$ cat src/rtl/lpm_pkg.sv
package lpm_pkg;

  typedef enum logic [1:0] {
    MODE_RUN  = 2'b00,
    MODE_IDLE = 2'b01,
    MODE_PD   = 2'b10,
    MODE_WAKE = 2'b11
  } mode_e;

  // clocks of reset hold needed before the internal reset is granted
  function automatic int unsigned hold_clks(input int unsigned mcs, input int unsigned per_mc);
    return mcs * per_mc;
  endfunction

  // an external pin requests a power-down exit: enabled, level type, low
  function automatic logic wake_level_low(input logic [1:0] pin, input logic [1:0] en,
                                          input logic [1:0] edge_type);
    return |(en & ~edge_type & ~pin);
  endfunction

endpackage

$ cat src/rtl/lpm_hold_timer.sv
module lpm_hold_timer #(
  parameter int unsigned LIMIT = 24
) (
  input  logic clk,
  input  logic por_n,
  input  logic clear,
  input  logic count_en,
  output logic done
);
  localparam int unsigned W = $clog2(LIMIT + 1);
  localparam logic [W-1:0] LIM = W'(LIMIT);

  logic [W-1:0] cnt;

  assign done = (cnt == LIM);

  always_ff @(posedge clk or negedge por_n) begin
    if (!por_n)                cnt <= '0;
    else if (clear)            cnt <= '0;
    else if (count_en && !done) cnt <= cnt + 1'b1;
  end
endmodule

$ cat src/rtl/lpm_mode_fsm.sv
module lpm_mode_fsm
  import lpm_pkg::*;
#(
  parameter int unsigned NIRQ = 5
) (
  input  logic            clk,
  input  logic            por_n,
  input  logic            rst_pin,
  input  logic            int_rst,
  input  logic            idle_req,
  input  logic            pd_req,
  input  logic [NIRQ-1:0] irq_pend,
  input  logic [NIRQ-1:0] irq_en,
  input  logic            lvl_low,
  input  logic            stab_done,
  output mode_e           state,
  output logic            run_on
);
  mode_e nstate;
  logic  nrun_on, by_rst, nby_rst, irq_hit;

  assign irq_hit = |(irq_pend & irq_en);

  always_comb begin
    nstate  = state;
    nrun_on = run_on;
    nby_rst = by_rst;
    if (int_rst) begin
      nstate  = MODE_RUN;
      nrun_on = 1'b0;
      nby_rst = 1'b0;
    end else begin
      case (state)
        MODE_RUN: begin
          if (!rst_pin) nrun_on = 1'b0;
          if (pd_req)        nstate = MODE_PD;
          else if (idle_req) nstate = MODE_IDLE;
        end
        MODE_IDLE: begin
          if (rst_pin) begin
            nstate  = MODE_RUN;
            nrun_on = 1'b1;
          end else if (irq_hit) begin
            nstate = MODE_RUN;
          end
        end
        MODE_PD: begin
          if (rst_pin) begin
            nstate  = MODE_WAKE;
            nby_rst = 1'b1;
          end else if (lvl_low) begin
            nstate  = MODE_WAKE;
            nby_rst = 1'b0;
          end
        end
        default: begin
          if (rst_pin) nby_rst = 1'b1;
          if (stab_done) begin
            if (by_rst && !rst_pin)
              nstate = MODE_PD;
            else if (!by_rst && !rst_pin && !lvl_low)
              nstate = MODE_RUN;
          end
        end
      endcase
    end
  end

  always_ff @(posedge clk or negedge por_n) begin
    if (!por_n) begin
      state  <= MODE_RUN;
      run_on <= 1'b0;
      by_rst <= 1'b0;
    end else begin
      state  <= nstate;
      run_on <= nrun_on;
      by_rst <= nby_rst;
    end
  end
endmodule

$ cat src/rtl/lpm_port_mux.sv
module lpm_port_mux
  import lpm_pkg::*;
(
  input  mode_e state,
  input  logic  core_ale,
  input  logic  core_psen,
  input  logic  core_p0_float,
  input  logic  core_p2_addr,
  input  logic  ext_code,
  output logic  pin_ale,
  output logic  pin_psen,
  output logic  p0_float,
  output logic  p2_addr_sel
);
  always_comb begin
    case (state)
      MODE_RUN: begin
        pin_ale     = core_ale;
        pin_psen    = core_psen;
        p0_float    = core_p0_float;
        p2_addr_sel = core_p2_addr;
      end
      MODE_IDLE: begin
        pin_ale     = 1'b1;
        pin_psen    = 1'b1;
        p0_float    = ext_code;
        p2_addr_sel = ext_code;
      end
      default: begin
        pin_ale     = 1'b0;
        pin_psen    = 1'b0;
        p0_float    = ext_code;
        p2_addr_sel = 1'b0;
      end
    endcase
  end
endmodule

$ cat src/rtl/lpm_seq.sv
module lpm_seq
  import lpm_pkg::*;
#(
  parameter int unsigned NIRQ       = 5,
  parameter int unsigned OSC_PER_MC = 12,
  parameter int unsigned RST_MC     = 2,
  parameter int unsigned STAB_CLKS  = 240000
) (
  input  logic            clk_osc,
  input  logic            por_n,
  input  logic            rst_pin,
  input  logic            idle_req,
  input  logic            pd_req,
  input  logic [NIRQ-1:0] irq_pend,
  input  logic [NIRQ-1:0] irq_en,
  input  logic [1:0]      ext_int_pin,
  input  logic [1:0]      ext_int_en,
  input  logic [1:0]      ext_int_edge,
  input  logic            core_ale,
  input  logic            core_psen,
  input  logic            core_p0_float,
  input  logic            core_p2_addr,
  input  logic            ext_code,
  output logic            cpu_clk_en,
  output logic            periph_clk_en,
  output logic            osc_en,
  output logic            int_rst,
  output logic            ram_wr_inhibit,
  output logic [1:0]      mode,
  output logic            pin_ale,
  output logic            pin_psen,
  output logic            p0_float,
  output logic            p2_addr_sel
);
  localparam int unsigned RST_CLKS = hold_clks(RST_MC, OSC_PER_MC);

  mode_e state;
  logic  run_on, stab_done, osc_stable, lvl_low, in_wake;

  assign lvl_low    = wake_level_low(ext_int_pin, ext_int_en, ext_int_edge);
  assign in_wake    = (state == MODE_WAKE);
  assign osc_stable = (state == MODE_RUN) || (state == MODE_IDLE) || (in_wake && stab_done);

  lpm_hold_timer #(.LIMIT(RST_CLKS)) u_rst_qual (
    .clk(clk_osc), .por_n(por_n), .clear(!rst_pin), .count_en(osc_stable), .done(int_rst)
  );

  lpm_hold_timer #(.LIMIT(STAB_CLKS)) u_stab (
    .clk(clk_osc), .por_n(por_n), .clear(!in_wake), .count_en(1'b1), .done(stab_done)
  );

  lpm_mode_fsm #(.NIRQ(NIRQ)) u_fsm (
    .clk(clk_osc), .por_n(por_n), .rst_pin(rst_pin), .int_rst(int_rst),
    .idle_req(idle_req), .pd_req(pd_req), .irq_pend(irq_pend), .irq_en(irq_en),
    .lvl_low(lvl_low), .stab_done(stab_done), .state(state), .run_on(run_on)
  );

  lpm_port_mux u_mux (
    .state(state), .core_ale(core_ale), .core_psen(core_psen),
    .core_p0_float(core_p0_float), .core_p2_addr(core_p2_addr), .ext_code(ext_code),
    .pin_ale(pin_ale), .pin_psen(pin_psen), .p0_float(p0_float), .p2_addr_sel(p2_addr_sel)
  );

  assign mode           = state;
  assign cpu_clk_en     = (state == MODE_RUN);
  assign periph_clk_en  = (state == MODE_RUN) || (state == MODE_IDLE);
  assign osc_en         = (state != MODE_PD);
  assign ram_wr_inhibit = run_on;
endmodule

$ cat config.mk
export PLATFORM = sky130hd
export DESIGN_NAME = lpm_seq
export DESIGN_NICKNAME = d
export VERILOG_FILES = /design/src/rtl/lpm_pkg.sv /design/src/rtl/lpm_hold_timer.sv /design/src/rtl/lpm_mode_fsm.sv /design/src/rtl/lpm_port_mux.sv /design/src/rtl/lpm_seq.sv
export SDC_FILE = /design/constraint.sdc
export NUM_CORES = 1
export LEC_CHECK = 0
export BUFFER_PORTS_ARGS = -buffer_cell sky130_fd_sc_hd__buf_4
export CORE_MARGIN = 4
export CORE_UTILIZATION = 58
export DETAILED_ROUTE_END_ITERATION = 12
export GPL_TIMING_DRIVEN = 1
export PLACE_DENSITY_LB_ADDON = 0.25
export SLEW_MARGIN = 20
export SYNTH_ARGS = -nofsm -noshare
export SYNTH_HDL_FRONTEND = slang
export SYNTH_SLANG_ARGS = --single-unit
$ cat constraint.sdc
create_clock -name clk_osc -period 3.25 [get_ports clk_osc]
set_clock_uncertainty 0.2 [all_clocks]
set_input_delay 0.65 -clock clk_osc [delete_from_list [all_inputs] [get_ports clk_osc]]
set_output_delay 0.65 -clock clk_osc [all_outputs]
set_load 0.1 [all_outputs]
* Yosys cells after proc, flatten, opt, wreduce, memory -nomap -nowiden *
Cells that the tools add are included.

operators by class
  add/sub/neg operators = 2
  equal/unequal tests = 14
  multiplexer cells = 27
  bitwise gates (word level) = 5
  reduce and logical (&&, ||, !) cells = 23

operator list
  cell                                                    number
  2-to-1 mux 18 bit                                       2
  2-to-1 mux 2 bit                                        10
  adder 18 x 1 -> 18 bit (second input constant)          1
  equality test 18 bit (second input constant)            1
  2-to-1 mux 5 bit                                        2
  case mux 1 bit (2 select lines)                         5
  nonzero test 3 bit                                      3
  inequality test 4 x 3 -> 1 bit (second input constant)  2
  2-to-1 mux 1 bit                                        7
  inequality test 3 x 2 -> 1 bit (second input constant)  2
  case mux 2 bit (3 select lines)                         1
  AND reduction 3 bit                                     2
  nonzero test 6 bit                                      1
  adder 5 x 1 -> 5 bit (second input constant)            1
  AND 5 bit                                               1
  equality test 5 bit (second input constant)             1
  logical AND 1 bit                                       5
  AND reduction 5 bit                                     1
  nonzero test 5 bit                                      1
  OR reduction 5 bit                                      1
  AND 2 bit                                               2
  equality test 2 bit (second input constant)             2
  logical NOT 1 bit                                       4
  inequality test 2 x 1 -> 1 bit (second input constant)  2
  7 further kinds                                         11

word-level totals
  register bits = 27
  bits of input ports = 26
  logic and storage cells = 76

* Logic depth before layout (Yosys ltp) *
  word-level depth = 11
  mapped depth = 8
  depth with buffers taken out = 7

* Cells and area by module *
A second synthesis with hierarchy kept.

second synthesis, totals
  cell total of the unflattened synthesis = 197
  area total of the unflattened synthesis = 1784.2 um^2

by module, submodules not included
  module                        instances  cells an instance  area an instance (um^2)  sequential area each (um^2)
  lpm_hold_timer at u_stab      1          111                1048.5                   450.4
  lpm_mode_fsm                  1          40                 360.3                    100.1
  lpm_hold_timer at u_rst_qual  1          27                 282.8                    125.1
  lpm_seq                       1          11                 48.8                     0.0
  lpm_port_mux                  1          8                  43.8                     0.0

* Least setup slack after synthesis *
No wires, ideal clock.

  path type = flip-flop to output port
  from = register u_fsm.state[1]
  to = output port p2_addr_sel
  arrival = 2.878 ns
  required time = 2.400 ns
  setup slack = -0.478 ns
  stages on the path, launching flop included = 5
  path through = dfrtp_1 inv_1 ha_1 buf_2 a22o_1

between the ends
  word-level cells in the longest chain between the ends = 2

ends and longest elaborated chain
  element                          RTL line            text
  start: declaration               lpm_mode_fsm.sv:16  output mode_e state,
  start signal: assignment         lpm_mode_fsm.sv:75  state <= nstate;
  logical NOT 2 bit                -
  named net cpu_clk_en             lpm_seq.sv:24       output logic cpu_clk_en,
  case mux 1 bit (2 select lines)  lpm_port_mux.sv:16  case (state)
  end: declaration                 lpm_seq.sv:33       output logic p2_addr_sel

The timed path passes the listed nets, and every way through them passes these cells.

* Final worst setup path *
  from = register u_fsm.state[1]
  to = output port periph_clk_en

between the ends
  word-level cells in the longest chain between the ends = 2

ends and longest elaborated chain
  element                                                            RTL line       text
  equality test 2 x 1 -> 1 bit or logical NOT 2 bit (tied branches)  lpm_seq.sv:66  assign periph_clk_en = (state == MODE_RUN) || (state == MODE_IDLE);
  logical OR 1 bit (*)                                               lpm_seq.sv:66
  end: declaration                                                   lpm_seq.sv:25  output logic periph_clk_en,

Every way passes the cells marked *; elsewhere a longest branch is shown, timed or not.

==> impl_metrics.env <==
export IMPL_cp_end_kind="primary output"
export IMPL_cts_sinks=27
export IMPL_hold_buffers=0
export IMPL_postLayoutCoreUtil_pct=72.8
export IMPL_design_area_sq_um=2020
export IMPL_critPathLaunchType="flop"
export IMPL_antenna_left=0
export IMPL_period_minus_slack_ps=2710
export IMPL_status="finished, final reports clean"
export IMPL_via_per_inst=5.81
export IMPL_insertion_delay_ps=320
export IMPL_p_leak_nw=0.998
export IMPL_timing_hold_violations_final=0
export IMPL_rsz0062_at_grt="no"
export IMPL_powerDensity_nw_per_um2=783
export IMPL_seqPwrFrac_pct=26.9
export IMPL_yosys_warnings=0
export IMPL_core_sq_um=2780
export IMPL_synthCells=179
export IMPL_gr_usage_met3_pct=4.14
export IMPL_worst_hold_slack_ps=13.3
export IMPL_cp_cell_sequence="inv_1 -> ha_1 -> nor2_1 -> clkinvlp_4 -> buf_4"
export IMPL_syn_num_nets=213
export IMPL_nets=249
export IMPL_switching_share_pct=55.1
export IMPL_grt_pass1_vias=1451
export IMPL_antenna_diode_count=0
export IMPL_rows=19
export IMPL_worst_path_max_delay_cell="dfrtp_2"
export IMPL_groute_layer_met2_usage_pct=33.5
export IMPL_antenna_found_initial=0
export IMPL_vdd_drop_max_mv=0.945
export IMPL_vias=1424
export IMPL_synth_area_sq_um=1700
export IMPL_synth_top_area_cell="dfrtp_1"
export IMPL_detailed_place_area_sq_um=2000
export IMPL_wirelength_um=3490
export IMPL_drive_gt1_share_pct=24.3
export IMPL_chipWidth_um=62.1
export IMPL_relSlewSlack_pct=62.7
export IMPL_synth_edff_count=0
export IMPL_grt_max_degree=28
export IMPL_place_gp_congestion=0.862
export IMPL_dieHeight_um=62.1
export IMPL_cts_clk_slew_worst_paths_ps=150
export IMPL_min_path_type="in2async"
export IMPL_firstDrtPassIters=4
export IMPL_num_io_pins=37
export IMPL_grtUsageTotal_pct=18.9
export IMPL_pwr_share_comb_pct=64.1
export IMPL_area_delta_synth_final_pct=19.1
export IMPL_grtUsageMet1_pct=22.2
export IMPL_avgSynthCellArea_sq_um=9.49
export IMPL_tightest_slew_ps=560
export IMPL_ys_top_cells_by_area="dfrtp_1 40%, xnor2_1 6.2%, and2_1 5.9%"
export IMPL_nFillCells=219
export IMPL_fmax_ghz=0.369
export IMPL_p_sw_mw=0.874
export IMPL_overflow=0
export IMPL_grt_busiest_layer="met2"
export IMPL_layout_commonest_cell="buf_4"
export IMPL_clockPowerShare_pct=9.0
export IMPL_critPathKind="reg2out"
export IMPL_cts_root_buf="clkbuf_4"
export IMPL_ys_async_sr_fraction_pct=100
export IMPL_path_max_fanout=7
export IMPL_cts_repair_resized=0
export IMPL_setup_violations=0
export IMPL_postCtsSetupBuffers=0
export IMPL_slew_viol_final=0
export IMPL_period_share_pct=83.3
export IMPL_drtIter0Drc=74
export IMPL_routedWlPerCell_um=14.2
export IMPL_io_buffer_count=36
export IMPL_cts_buffers=3
export IMPL_cts_max_level=1
export IMPL_synth_distinct_cells=44
export IMPL_drc=0
export IMPL_max_clock_path_buffers=2
export IMPL_die_area_sq_um=3860
export IMPL_tns_ps=0
export IMPL_start_util_pct=61.1
export IMPL_maxCapViolations=0
export IMPL_mostFrequentLayoutCells="36 x buf_4, 25 x dfrtp_1, 16 x and2_1"
export IMPL_seq_area_frac_synth_pct=39.8
export IMPL_ys_flop_type="dfrtp_1"
export IMPL_hpwlAfterDp_um=2680
export IMPL_synth_seq_cells=27
export IMPL_cp_slowest_stage_delay_ps=450
export IMPL_finalPower_mw=1.59
export IMPL_synth_top_area_share_pct=39.8
export IMPL_worstPathRequired_ps=2400
export IMPL_cts_tree="done"
export IMPL_grt_first_pass_wirelength_um=6180
export IMPL_p_int_mw=0.712
export IMPL_arrival_ps=1860
==> layout make-up <==
class / count / area (sq um) / share of cell area (%)
Clock buffer: 4 / 26.3 / 1.30
Tap cell: 31 / 38.8 / 1.92
Sequential cell: 27 / 678 / 33.5
Multi-Input combinational cell: 136 / 966 / 47.7
Inverter: 11 / 45.0 / 2.22
Timing Repair Buffer: 36 / 270 / 13.3
==> cells by family after synthesis <==
| kind of cell | after synthesis | synth area share [%] |
|---|---|---|
| flip-flops | 27 | 39.8 |
| multiplexers | 6 | 3.61 |
| adder cells (fa/ha/maj) | 8 | 5.89 |
| AND/OR/NAND/NOR | 83 | 29.0 |
| buffers and inverters | 16 | 3.61 |
| AO/OA/AOI/OAI | 23 | 9.87 |
| XOR/XNOR | 16 | 8.25 |
==> cell usage after synthesis (4+ instances only) <==
library cell and instances:
dfrtp_1 27, and2_1 16, nand2_1 12, xnor2_1 12
inv_1 11, nor2_1 9, ha_1 8, nand4_1 8
nand3_1 7, nor2b_1 7, and3_1 5, mux2i_1 5
a21oi_1 4, clkbuf_1 4, nand2b_1 4, xor2_1 4
==> metrics by stage <==
| step | setup WS, ps | cells |
|---|---|---|
| after global routing | 419 | 245 |
| after detailed placement | 911 | 241 |
| after floorplan | 131 | 179 |
| after CTS | 539 | 245 |
| final | 542 | 245 |
| after global placement | 946 | 241 |
==> power groups by stage <==
stage               clock network (mW)  registers [mW]  logic (mW)
floorplan                            0           0.544       0.704
CTS                              0.148           0.426        1.02
detailed placement                   0           0.432        1.02
finish                           0.142           0.427        1.02
global route                     0.167           0.435        1.08
global placement                     0           0.429       0.995
==> worst paths after layout <==
path / slack [ps] / cells after the start / from / endpoint
worst max-delay path: 540 / 5 / u_fsm.state[1] / periph_clk_en
worst max register to register: 900 / 7 / u_fsm.state[1] / u_fsm.state[0]
worst min register to register: 350 / 2 / u_rst_qual.cnt[4] / u_rst_qual.cnt[4]
worst min-delay path: 10 / 1 / por_n / u_fsm.run_on
max in group asynchronous: 2550 / 1 / por_n / u_fsm.state[0]
min in group clk_osc: 350 / 2 / u_rst_qual.cnt[4] / u_rst_qual.cnt[4]
==> flip-flops by register name, indices dropped and copies added, names as in the netlist <==
| register | cells |
|---|---|
| u_fsm.by_rst | 1 |
| u_fsm.run_on | 1 |
| u_fsm.state | 2 |
| u_rst_qual.cnt | 5 |
| u_stab.cnt | 18 |
==> critical path, delay by kind of cell (launching register included) <==
kind                     cells  cell delay, ps
buffers and inverters        3             460
flip-flops                   1             450
AND/OR/NAND/NOR              1             380
adder cells (fa/ha/maj)      1             240
==> layer usage <==
| layer | routed length (um) | vias up | part of all wire [%] |
|---|---|---|---|
| met4 | 33 | 0 | 0.95 |
| met3 | 218 | 4 | 6.3 |
| met1 | 1440 | 686 | 41 |
| li1 | - | 695 | - |
| met2 | 1790 | 39 | 51 |
| met5 | 0 | - | 0 |
Note: power is estimated with default switching activity, not from simulation.
